<file path="src/rtl/vsync_pkg.sv">
// Package: shared state encoding for the vertical sync norm-tracking controller.
// Assumes: a 2-bit state code is visible at the top-level port unchanged.
package vsync_pkg;
    typedef enum logic [1:0] {
        ST_TRANSIT = 2'd0,
        ST_TRACK   = 2'd1,
        ST_LOCKED  = 2'd2,
        ST_SEARCH  = 2'd3
    } vs_state_e;
endpackage

</file>
<file path="src/rtl/vsync_line_ctr.sv">
// Module: line counter and vertical reset generator.
// Counts line enables since the last field end; restarts on field_end and
// issues a vertical reset that lasts until the next line enable.
// Assumes: field_end is only meaningful while line_en is high.
module vsync_line_ctr #(
    parameter int LC_W   = 10,
    parameter int TO_MAX = 722
) (
    input  logic            clk,
    input  logic            rst_n,
    input  logic            line_en,
    input  logic            field_end,
    output logic [LC_W-1:0] lc,
    output logic            vreset
);
    localparam logic [LC_W-1:0] LC_TOP = '1;
    localparam logic [LC_W-1:0] TO_V   = LC_W'(TO_MAX);

    // Advance or restart the line count on every line enable.
    always_ff @(posedge clk) begin
        if (!rst_n) begin
            lc     <= '0;
            vreset <= 1'b0;
        end else if (line_en) begin
            vreset <= field_end;
            if (field_end)
                lc <= '0;
            else if (lc != LC_TOP)
                lc <= lc + 1'b1;
        end
    end


    vreset_at_zero_chk: assert property (@(posedge clk) disable iff (!rst_n)
        vreset |-> (lc == '0));


    lc_bound_chk: assert property (@(posedge clk) disable iff (!rst_n)
        lc <= TO_V);
endmodule

</file>
<file path="src/rtl/vsync_stab_ctr.sv">
// Module: saturating up/down stability score with lock hysteresis.
// Steps once per field end; the lock flag sets at the maximum score and
// clears when the score drops under the hysteresis threshold.
// Assumes: step_up is only meaningful together with field_end.
module vsync_stab_ctr #(
    parameter int NC_W    = 4,
    parameter int NC_HYST = 8
) (
    input  logic            clk,
    input  logic            rst_n,
    input  logic            line_en,
    input  logic            field_end,
    input  logic            step_up,
    output logic [NC_W-1:0] nc,
    output logic            locked
);
    localparam logic [NC_W-1:0] NC_MAX = '1;
    localparam logic [NC_W-1:0] HYST_V = NC_W'(NC_HYST);

    logic [NC_W-1:0] nc_d;
    logic            locked_d;

    // Next score and lock flag for a field end.
    always_comb begin
        nc_d     = nc;
        locked_d = locked;
        if (line_en && field_end) begin
            if (step_up)
                nc_d = (nc == NC_MAX) ? nc : nc + 1'b1;
            else
                nc_d = (nc == '0) ? nc : nc - 1'b1;
            if (nc_d == NC_MAX)
                locked_d = 1'b1;
            else if (nc_d < HYST_V)
                locked_d = 1'b0;
        end
    end

    // Register score and lock flag.
    always_ff @(posedge clk) begin
        if (!rst_n) begin
            nc     <= '0;
            locked <= 1'b0;
        end else begin
            nc     <= nc_d;
            locked <= locked_d;
        end
    end

    logic [NC_W:0] nc_x;
    assign nc_x = {1'b0, nc};


    single_step_chk: assert property (@(posedge clk) disable iff (!rst_n)
        (nc_x != $past(nc_x)) |-> ((nc_x == $past(nc_x) + 1'b1) || (nc_x + 1'b1 == $past(nc_x))));


    lock_floor_chk: assert property (@(posedge clk) disable iff (!rst_n)
        locked |-> (nc >= HYST_V));
endmodule

</file>
<file path="src/rtl/vsync_fsm.sv">
// Module: field acceptance state machine and norm selection.
// Decides per line enable whether the field ends, how it scores, the next
// state, the penalty flag and the selected norm.
// Assumes: lc is the count of line enables since the last field end.
module vsync_fsm
    import vsync_pkg::*;
#(
    parameter int LC_W     = 10,
    parameter int NC_W     = 4,
    parameter int NC_HYST  = 8,
    parameter int WIN50_LO = 622,
    parameter int WIN50_HI = 628,
    parameter int WIN60_LO = 522,
    parameter int WIN60_HI = 528,
    parameter int TO_LOCK  = 722
) (
    input  logic            clk,
    input  logic            rst_n,
    input  logic            line_en,
    input  logic            vsync_in,
    input  logic            h_lock,
    input  logic            force_en,
    input  logic            force_60,
    input  logic [LC_W-1:0] lc,
    input  logic [NC_W-1:0] nc,
    input  logic            locked,
    output logic            field_end,
    output logic            step_up,
    output vs_state_e       state,
    output logic            norm_60
);
    localparam logic [LC_W-1:0] LO50 = LC_W'(WIN50_LO);
    localparam logic [LC_W-1:0] HI50 = LC_W'(WIN50_HI);
    localparam logic [LC_W-1:0] LO60 = LC_W'(WIN60_LO);
    localparam logic [LC_W-1:0] HI60 = LC_W'(WIN60_HI);
    localparam logic [LC_W-1:0] TOL  = LC_W'(TO_LOCK);
    localparam logic [NC_W-1:0] HYST_V = NC_W'(NC_HYST);

    vs_state_e state_d;
    logic      bad_q, bad_d, n60_d;
    logic      in50, in60, sel_in, sel_to, search_to;

    // Window and time-out decode for the current line.
    always_comb begin
        in50      = (lc > LO50) && (lc < HI50);
        in60      = (lc > LO60) && (lc < HI60);
        sel_in    = norm_60 ? in60 : in50;
        sel_to    = norm_60 ? (lc == HI60) : (lc == HI50);
        search_to = (force_en && h_lock) ? (lc == TOL) : sel_to;
    end

    // Per-line decision: field end, score direction, next state, penalty, norm.
    always_comb begin
        field_end = 1'b0;
        step_up   = 1'b0;
        state_d   = state;
        bad_d     = bad_q;
        n60_d     = force_en ? force_60 : norm_60;
        if (line_en) begin
            case (state)
                ST_TRANSIT: begin
                    if (nc == '0)   state_d = ST_SEARCH;
                    else if (locked) state_d = ST_LOCKED;
                    else             state_d = ST_TRACK;
                end
                ST_TRACK, ST_LOCKED: begin
                    if (vsync_in && sel_in) begin
                        field_end = 1'b1;
                        step_up   = !bad_q;
                        bad_d     = 1'b0;
                    end else begin
                        if (vsync_in) bad_d = 1'b1;
                        if (sel_to) field_end = 1'b1;
                    end
                end
                default: begin
                    if (!force_en && vsync_in) begin
                        if (in60)      n60_d = 1'b1;
                        else if (in50) n60_d = 1'b0;
                    end
                    if (vsync_in) begin
                        field_end = 1'b1;
                        step_up   = n60_d ? in60 : in50;
                    end else if (search_to) begin
                        field_end = 1'b1;
                    end
                end
            endcase
            if (field_end) state_d = ST_TRANSIT;
        end
    end

    // Register state, penalty flag and norm.
    always_ff @(posedge clk) begin
        if (!rst_n) begin
            state   <= ST_SEARCH;
            bad_q   <= 1'b0;
            norm_60 <= 1'b0;
        end else begin
            state   <= state_d;
            bad_q   <= bad_d;
            norm_60 <= n60_d;
        end
    end


    transit_one_line_chk: assert property (@(posedge clk) disable iff (!rst_n)
        (state == ST_TRANSIT && line_en) |=> (state != ST_TRANSIT));


    search_zero_chk: assert property (@(posedge clk) disable iff (!rst_n)
        (state == ST_SEARCH) |-> (nc == '0));


    locked_score_chk: assert property (@(posedge clk) disable iff (!rst_n)
        (state == ST_LOCKED) |-> (nc >= HYST_V));


    stray_pulse_hold_chk: assert property (@(posedge clk) disable iff (!rst_n)
        ((state == ST_TRACK || state == ST_LOCKED) && line_en && vsync_in && !sel_in && !sel_to)
        |=> (state == $past(state)));
endmodule

</file>
<file path="src/rtl/vsync_norm_ctrl.sv">
// Module: top of the vertical sync norm-tracking controller.
// Wires the line counter, stability score and acceptance state machine.
// Assumes: line_en is a single-cycle strobe per line; inputs are synchronous.
module vsync_norm_ctrl #(
    parameter int LC_W     = 10,
    parameter int NC_W     = 4,
    parameter int NC_HYST  = 8,
    parameter int WIN50_LO = 622,
    parameter int WIN50_HI = 628,
    parameter int WIN60_LO = 522,
    parameter int WIN60_HI = 528,
    parameter int TO_LOCK  = 722
) (
    input  logic            clk,
    input  logic            rst_n,
    input  logic            line_en,
    input  logic            vsync_in,
    input  logic            h_lock,
    input  logic            force_en,
    input  logic            force_60,
    output logic            vreset,
    output logic [1:0]      state_o,
    output logic            norm_60,
    output logic [NC_W-1:0] stab_cnt
);
    import vsync_pkg::*;

    logic [LC_W-1:0] lc;
    logic            field_end, step_up, locked;
    vs_state_e       state;

    vsync_line_ctr #(.LC_W(LC_W), .TO_MAX(TO_LOCK)) i_line (
        .clk(clk), .rst_n(rst_n), .line_en(line_en), .field_end(field_end),
        .lc(lc), .vreset(vreset)
    );

    vsync_stab_ctr #(.NC_W(NC_W), .NC_HYST(NC_HYST)) i_stab (
        .clk(clk), .rst_n(rst_n), .line_en(line_en), .field_end(field_end),
        .step_up(step_up), .nc(stab_cnt), .locked(locked)
    );

    vsync_fsm #(
        .LC_W(LC_W), .NC_W(NC_W), .NC_HYST(NC_HYST),
        .WIN50_LO(WIN50_LO), .WIN50_HI(WIN50_HI),
        .WIN60_LO(WIN60_LO), .WIN60_HI(WIN60_HI), .TO_LOCK(TO_LOCK)
    ) i_fsm (
        .clk(clk), .rst_n(rst_n), .line_en(line_en), .vsync_in(vsync_in),
        .h_lock(h_lock), .force_en(force_en), .force_60(force_60),
        .lc(lc), .nc(stab_cnt), .locked(locked),
        .field_end(field_end), .step_up(step_up), .state(state), .norm_60(norm_60)
    );

    assign state_o = state;


    force_follow_chk: assert property (@(posedge clk) disable iff (!rst_n)
        force_en |=> (norm_60 == $past(force_60)));
endmodule

</file>
<file path="config.mk">
export PLATFORM = sky130hd
export DESIGN_NAME = vsync_norm_ctrl
export DESIGN_NICKNAME = d
export VERILOG_FILES = /design/src/rtl/vsync_pkg.sv /design/src/rtl/vsync_line_ctr.sv /design/src/rtl/vsync_stab_ctr.sv /design/src/rtl/vsync_fsm.sv /design/src/rtl/vsync_norm_ctrl.sv
export SDC_FILE = /design/constraint.sdc
export NUM_CORES = 1
export LEC_CHECK = 0
export CORE_ASPECT_RATIO = 0.75
export CORE_MARGIN = 2
export CORE_UTILIZATION = 57
export DETAILED_ROUTE_END_ITERATION = 12
export DONT_BUFFER_PORTS = 1
export GPL_TIMING_DRIVEN = 0
export HOLD_SLACK_MARGIN = 0.03
export PLACE_DENSITY_LB_ADDON = 0.15
export SYNTH_ARGS = -nofsm -noshare
export SYNTH_HDL_FRONTEND = slang
export SYNTH_SLANG_ARGS = --single-unit
</file>
<file path="constraint.sdc">
create_clock -name clk -period 2.6 [get_ports clk]
set_input_delay 0.26 -clock clk [delete_from_list [all_inputs] [get_ports clk]]
set_output_delay 0.26 -clock clk [all_outputs]
set_load 0.005 [all_outputs]
</file>
After elaboration in Yosys (flattened, before gate mapping)

Index checks and enable logic that the tools add are counted.
Widths: inputs -> output; s select.

Register bits: 20
Bits of input ports: 7
Logic and storage cells: 80

$add $sub $neg: 3
Order comparisons: 5
Equal/unequal tests: 8
Muxes and demuxes: 37
Reduce and logical (&&, ||, !) cells: 20

Operators by type and width:

| operator              | count |
|---|---|
| $eq 10x10->1 const B  | 3 |
| $mux 1                | 25 |
| $gt 10x10->1 const B  | 2 |
| $lt 10x10->1 const B  | 2 |
| $mux 10               | 2 |
| $mux 4                | 4 |
| $add 10x1->10 const B | 1 |
| $ne 10x10->1 const B  | 1 |
| $eq 4x4->1 const B    | 2 |
| $mux 2                | 4 |
| $reduce_bool 2->1     | 4 |
| $logic_and 1x1->1     | 6 |
| $reduce_and 2->1      | 3 |
| $add 4x1->4 const B   | 1 |
| $logic_not 4->1       | 1 |
| $lt 4x4->1 const B    | 1 |
| $pmux 1 s2            | 2 |
| $sub 4x1->4 const B   | 1 |
| $reduce_and 3->1      | 1 |
| $reduce_or 3->1       | 1 |
| $eq 2x1->1 const B    | 1 |
| $eq 2x2->1 const B    | 1 |
| $logic_not 1->1       | 2 |
| $logic_not 2->1       | 1 |
| $reduce_or 2->1       | 1 |

Logic depth before layout (Yosys ltp)

Gate-level depths: netlist of run 1.

Word-level depth: 16
Depth in mapped cells: 10

By module

From an unflattened synthesis of run 1, not the netlist that was laid out.

Cell total of the unflattened synthesis: 193
Area, all modules: 1549.0 um2

Modules (own cells, without submodules):

| module         | times used | cells each | area each (um2) |
|---|---|---|---|
| vsync_line_ctr | 1          | 80         | 638.1 |
| vsync_fsm      | 1          | 64         | 473.0 |
| vsync_stab_ctr | 1          | 49         | 437.9 |

Worst setup path before layout of run 1

OpenSTA, ideal clock, no wires.

Kind: flip-flop to flip-flop
From: register i_line.lc[0]
To: register i_stab.nc[0]
Library setup time: 0.070 ns
Data arrival time: 2.494 ns
Data required time: 2.530 ns
Slack: 0.036 ns
Cell stages (with the launch flop): 10
Buffers on the path: 1
Period minus slack after synthesis: 2.564 ns
Path through: dfxtp_1 -> clkbuf_1 -> inv_1 -> ha_1 -> o41ai_4 -> a22oi_2 -> a211oi_2 -> nand2_1 -> or4_1 -> a21oi_1

Cells in the longest elaborated chain, start to end: 13
Elaborated cells between the ends (all ways): 33
Classes of those cells: 4 x order compare; 3 x eq/ne; 22 x mux; 4 x reduce/logical

Ends and longest elaborated chain:

| item                                                | RTL line             | text |
|---|---|---|
| start, declared                                     | vsync_line_ctr.sv:13 | `output logic [LC_W-1:0] lc,` |
| start signal, assigned                              | vsync_line_ctr.sv:29 | `lc <= lc + 1'b1;` |
| $gt 10x10->1 / $lt 10x10->1 (equally long branches) | vsync_fsm.sv:45      | `in50 = (lc > LO50) && (lc < HI50);` |
| $logic_and 1x1->1                                   | vsync_fsm.sv:45      |  |
| $mux 1                                              | vsync_fsm.sv:79      | `else if (in50) n60_d = 1'b0;` |
| $mux 1                                              | vsync_fsm.sv:78      | `if (in60) n60_d = 1'b1;` |
| $mux 1                                              | vsync_fsm.sv:77      | `if (!force_en && vsync_in) begin` |
| $mux 1                                              | vsync_fsm.sv:60      | `case (state)` |
| $mux 1                                              | vsync_fsm.sv:59      | `if (line_en) begin` |
| $mux 1                                              | vsync_fsm.sv:83      | `step_up = n60_d ? in60 : in50;` |
| $mux 1                                              | vsync_fsm.sv:81      | `if (vsync_in) begin` |
| $pmux 1 s2                                          | vsync_fsm.sv:60      |  |
| $mux 1                                              | vsync_fsm.sv:59      |  |
| $mux 4                                              | vsync_stab_ctr.sv:28 | `if (step_up)` |
| $mux 4                                              | vsync_stab_ctr.sv:27 | `if (line_en && field_end) begin` |
| end signal, assigned                                | vsync_stab_ctr.sv:45 | `nc <= nc_d;` |
| end, declared                                       | vsync_stab_ctr.sv:14 | `output logic [NC_W-1:0] nc,` |

Parallel ways exist; a longest one is shown, timed or not. The select of a mux whose other input is x is not followed.
A chain may end at the register's enable or synchronous reset.

Worst setup path in the final report of run 1

From: register i_line.lc[7]
To: register i_stab.nc[0]

Same word-level chain as after synthesis.

==> flow_summary.ini, run 1 <==
[yosys]
synth.top_cell.area_share_pct = 26.1
async_flop_share_pct = 0
synth_area_um2 = 1540
netlist_instances = 191
syn_avg_cell_area_um2 = 8.04
synth_cell_types = 56
synth_seq_cells = 20
yosysWarnings = 0
yosysTopAreaCell = dfxtp_1
ys_top_cells_by_area = dfxtp_1 26%, ha_1 6.5%, nor2_1 6.1%
syn-num-nets = 206
ys_top_cells_by_count = 25 x nor2_1, 20 x dfxtp_1, 12 x nand3_1, 11 x inv_1, 11 x nand2_1
synthFlopType = dfxtp_1
ys_seq_area_share_pct = 26.1
synth_edf_count = 0
yosysMostFrequentCell = nor2_1

[floorplanning]
start_util_pct = 59.5
rows = 16
die_area_um2 = 3130
io_pins = 15
die_w_um = 64.0
die_h_um = 49.0
core_area_um2 = 2580

[drt]
wl_um = 4040
vias = 1550
drc = 0
first_iter_violations = 154
dr.pass1.iters = 4
wire_per_inst_um = 16.5
ant_nets = 0
viasPerCell = 6.35

[clocking]
cts_tree = done
cts_max_level = 1
clock_latency_ps = 320
clock_path_buffers = 2
hold_buffers = 0
numCtsBuffers = 3
cts.sinks = 20
clkTransAtPathRegs_ps = 130
root_buffer = clkbuf_4

[sta]
post-route-min-period_ps = 2650
slew_violations = 0
worst_hold_slack_ps = 95.8
rsz0062_at_grt = yes
hold_viol = 0
fmax_mhz = 378
setup_viol = 2
worst_pin_slew_ps = 657
clock_skew_ps = 20.3
finalSetupTns_ps = -61.9
setup_slack_ps = -45.8
fin_crit_sh_pct = 102
slew-limit-headroom_pct = 56.1

[final_layout]
seq_area_um2 = 405
drive_gt1_share_pct = 22.6
fin_cells = 244
nFillCells = 199
fin_util_pct = 70.0
diodes = 0
area_delta_synth_final_pct = 17.7
nets = 224
multi_input_area_um2 = 1140
final_cell_area_um2 = 1810

[power_and_ir_drop]
power_leakage_nw = 0.689
finalPower_mw = 0.768
power.ir.vdd_worst_v = 0.000389
power_density_nw_per_um2 = 425

[placed_design]
placed_cell_area_um2 = 1580
placedCellCount = 227
hpwlAfterDp_um = 2700
place.gp.congestion = 0.898
place_ws_ps = -453
io_buffers = 0

[setup_path]
slowest_delay_ps = 460
crit_path_max_fanout = 6
crit_type = flop to flop
slowest_stage = or4_1
crit_chain = or3b_4, buf_6, nor4_4, buf_4, a22oi_2, or2_4, and3_4, or4_1, a21oi_1
r2r_slack_ps = -50
critPathRequiredTime_ps = 2840
cp.arrival_ps = 2890
cp-end-kind = flop
start_kind = flop

[outcome]
status = complete, but fails checks
violations = setup timing

[global_routing]
grt_pass1_wl_um = 6690
antenna_found_initial = 0
gr-total-overflow = 0
grt_usage_pct = 26.9
grt_max_degree = 12
grt_pass1_vias = 1439

[run]
max_cap_viol_count = 0

[hold_path]
hp-class = input pin to flop
flip-flops by register name, indices dropped and copies added, names as in the netlist:
| name | count |
|---|---|
| i_fsm.state | 2 |
| i_stab.locked | 1 |
| i_fsm.bad_q | 1 |
| i_fsm.norm_60 | 1 |
| i_line.vreset | 1 |
| i_line.lc | 10 |
| i_stab.nc | 4 |
routing by layer:
metal	wire [um]	track usage (%)	up-vias
li1	-	-	746
met1	1940	39.2	730
met2	1770	40.5	70
met3	312	5.77	4
met4	23	6.52	0
met5	0	0	-
layout make-up:
class	count	share of cell area, %
repair buffers	15	6.23
well taps	36	2.49
inverters	11	2.28
multi-input cells	153	63.1
clock buffers	4	2.01
flip-flops and latches	20	22.4
plain buffers	5	1.45
logic make-up after synthesis:
| kind of cell | Yosys count | share of synthesized area (%) |
|---|---|---|
| AO/OA/AOI/OAI | 48 | 26.1 |
| XOR/XNOR | 9 | 5.13 |
| adder cells (fa/ha/maj) | 8 | 6.51 |
| buffers and inverters | 18 | 4.89 |
| flip-flops | 20 | 26.1 |
| multiplexers | 1 | 0.651 |
| AND/OR/NAND/NOR | 87 | 30.6 |
final timing paths:
path,to,depth (start not counted),startpoint
hold reg to reg,i_line.vreset,2,i_line.vreset
hold / removal,i_fsm.norm_60,2,force_en
setup reg to reg,i_stab.nc[0],9,i_line.lc[7]
setup / recovery,i_stab.nc[0],9,i_line.lc[7]
worst max-delay path: cells and delay by family (launching register included):
family | cells | cell delay, ps
flops | 1 | 340
compound gates | 2 | 240
buf+inv | 2 | 350
simple gates | 5 | 1670
where the power goes:
group | total (mW) | switching, mW | internal [mW]
Sequential | 0.348 | 0.0251 | 0.323
Clock | 0.189 | 0.104 | 0.0855
Combinational | 0.231 | 0.131 | 0.0996
Total | 0.768 | 0.260 | 0.508
layout by cell type (no fill, tap or decap), drive strengths merged, types with 3 or more instances in the layout:
cell type and count:
and3 6, a21oi 7, nand3 12, nor4 4, buf 16, ha 8, nand2 11, nor3 8
xor2 6, inv 11, clkbuf 8, nor3b 3, a221oi 4, xnor2 3, nor2 25, dfxtp 20
o211ai 3, o21ai 6, or2 3
what timing repair did:
item                                    CTS  global route
pin swaps                                 4             6
endpoints found under the setup margin   16            15
resized for setup                        15             5
gates cloned                              0             0
hold endpoints to repair                  0             0
setup buffers                             7             8
No activity file was read; power rests on OpenSTA's default activity.
==> run 2: changes to the inputs <==
--- a/config.mk
+++ b/config.mk
@@ -5,6 +5,7 @@
 export SDC_FILE = /design/constraint.sdc
 export NUM_CORES = 1
 export LEC_CHECK = 0
+export ABC_CLOCK_PERIOD_IN_PS = 2600
 export CORE_ASPECT_RATIO = 0.75
 export CORE_MARGIN = 2
 export CORE_UTILIZATION = 57
@@ -13,6 +14,7 @@
 export GPL_TIMING_DRIVEN = 0
 export HOLD_SLACK_MARGIN = 0.03
 export PLACE_DENSITY_LB_ADDON = 0.15
+export REMOVE_ABC_BUFFERS = 1
 export SYNTH_ARGS = -nofsm -noshare
 export SYNTH_HDL_FRONTEND = slang
 export SYNTH_SLANG_ARGS = --single-unit
==> run 2 against run 1 <==
Net effect: the flow now finishes without violations; die area is the same; register-to-register slack improved by 90 ps; clock power increased by 40%; cell count decreased by 2.5%; cell area down 1.5%; sequential share of layout area is 0.56 points higher; first-iteration DRC count is 1.9% higher; largest power group unchanged.
==> flow_summary.ini, run 2 (synthesized netlist as in run 1, its figures left out) <==
[outcome]
status = complete, no violations

[setup_path]
crit_chain = or3b_4, nor4_4, buf_4, a22oi_2, or2_4, and3_4, or4_4, a21oi_2
cp.arrival_ps = 2820
crit_type = flop to flop
critPathRequiredTime_ps = 2860
slowest_delay_ps = 510
rr_worst_depth = 8
reg2reg_from = i_line.lc[9]
crit_path_max_fanout = 6
crit_start = i_line.lc[9]
reg2reg_to = i_stab.nc[0]
cp-end-kind = flop
start_kind = flop
r2r_slack_ps = 40
slowest_stage = or4_4
worstSetupEndpoint = i_stab.nc[0]

[final_layout]
top_regs = i_line.lc: 10 flops, i_stab.nc: 4 flops, i_fsm.state: 2 flops
fin_cells = 238
diodes = 0
drive_gt1_share_pct = 23.3
layout_commonest_cell = nor2_1
nets = 218
regMostFlops = i_line.lc
fin_util_pct = 68.9
final_cell_mix = 24 x nor2_1, 13 x dfxtp_1, 13 x buf_4
nFillCells = 219
area_delta_synth_final_pct = 15.9
largest_register_ffs = 10

[sta]
setup_viol = 0
rsz0062_at_grt = yes
slew_violations = 0
post-route-min-period_ps = 2560
fmax_mhz = 391
clock_skew_ps = 10.7
hold_viol = 0
fin_crit_sh_pct = 98.3
worst_pin_slew_ps = 617
slew-limit-headroom_pct = 58.8

[clocking]
root_buffer = clkbuf_4
clkTransAtPathRegs_ps = 120
cts_tree = done
cts_max_level = 1
cts.sinks = 20
numCtsBuffers = 3
clock_path_buffers = 2
clock_latency_ps = 320

[floorplanning]
io_pins = 15
start_util_pct = 59.5
die_h_um = 49.0
core_area_um2 = 2580
rows = 16
die_area_um2 = 3130
die_w_um = 64.0

[drt]
ant_nets = 0
vias = 1506
first_iter_violations = 157
dr.pass1.iters = 4
viasPerCell = 6.33
drc = 0
wl_um = 3860
wire_per_inst_um = 16.2

[power_and_ir_drop]
power.ir.vdd_worst_v = 0.000353
power_leakage_nw = 0.671
power_density_nw_per_um2 = 474

[global_routing]
grt_pass1_wl_um = 6400
grt_pass1_vias = 1357
antenna_found_initial = 0
grt_max_degree = 13
gr-total-overflow = 0
grt_usage_pct = 25.5

[hold_path]
hp-class = input pin to flop

[placed_design]
io_buffers = 0
place.gp.congestion = 0.866
hpwlAfterDp_um = 2820
placedCellCount = 220

[run]
max_cap_viol_count = 0
run 2: cell types whose count changed in the layout (fill, tap and decap cells not counted), moves of 2 or more:
cell      delta
clkbuf_1     -4
buf_4        -2
dfxtp_1      -3
dfxtp_2      +3
run 2: power breakdown:
part	internal (mW)	leakage (nW)	switching [mW]	total (mW)
clock	0.156	0.0279	0.108	0.264
combinational	0.102	0.477	0.120	0.222
sequential	0.324	0.166	0.0346	0.358
total	0.582	0.671	0.263	0.844
run 2: worst max-delay path, delay by kind of cell (launching register included):
| family | cells | cell delay [ps] |
|---|---|---|
| simple gates | 5 | 1730 |
| flops | 1 | 370 |
| compound gates | 2 | 230 |
| buf+inv | 1 | 190 |
run 2: area by class of cell:
class                   count  area, um^2  area share (%)
clock buffers               3        22.5            1.26
clock inverters             1        30.0            1.69
inverters                  11        41.3            2.32
multi-input cells         153        1120            63.2
flip-flops and latches     20         409            23.0
well taps                  36        45.0            2.53
repair buffers             14         108            6.04
run 2: through the flow:
stage	instance area, um^2	hold WS [ps]	TNS (ps)	power [mW]	worst slack [ps]
6_report	1780	52.8	0	0.844	43.0
5_1_grt	1780	46.4	-40.9	0.885	-32.3
4_1_cts	1690	42.2	0	0.830	0.931
3_5_place_dp	1550	356	-1520	0.545	-271
3_3_place_gp	1550	363	-936	0.534	-194
2_1_floorplan	1500	349	0	0.498	85.6
run 2: how the worst min path moves through the flow:
stage | startpoint | endpoint | cells past startpoint
4_1_cts | rst_n | i_fsm.state[0] | 1
3_5_place_dp | rst_n | i_fsm.state[1] | 1
2_1_floorplan | rst_n | i_fsm.state[1] | 1
3_3_place_gp | rst_n | i_fsm.state[1] | 1
5_1_grt | rst_n | i_fsm.state[0] | 1
6_report | rst_n | i_fsm.state[0] | 1
run 2: repair_timing:
| action | 4_1_cts | 5_1_grt |
|---|---|---|
| resized for setup | 10 | 12 |
| hold endpoints to repair | 1 | 0 |
| pin swaps | 2 | 11 |
| setup buffers | 5 | 8 |
| endpoints found under the setup margin | 15 | 6 |
| hold buffers | 1 | 0 |
run 2: layer usage:
layer,global-route usage [%],vias to the layer above,wire length (um)
met5,0,-,0
met4,4.71,0,34
met3,6.70,7,294
met2,35.9,60,1550
met1,38.9,701,1980
li1,-,738,-
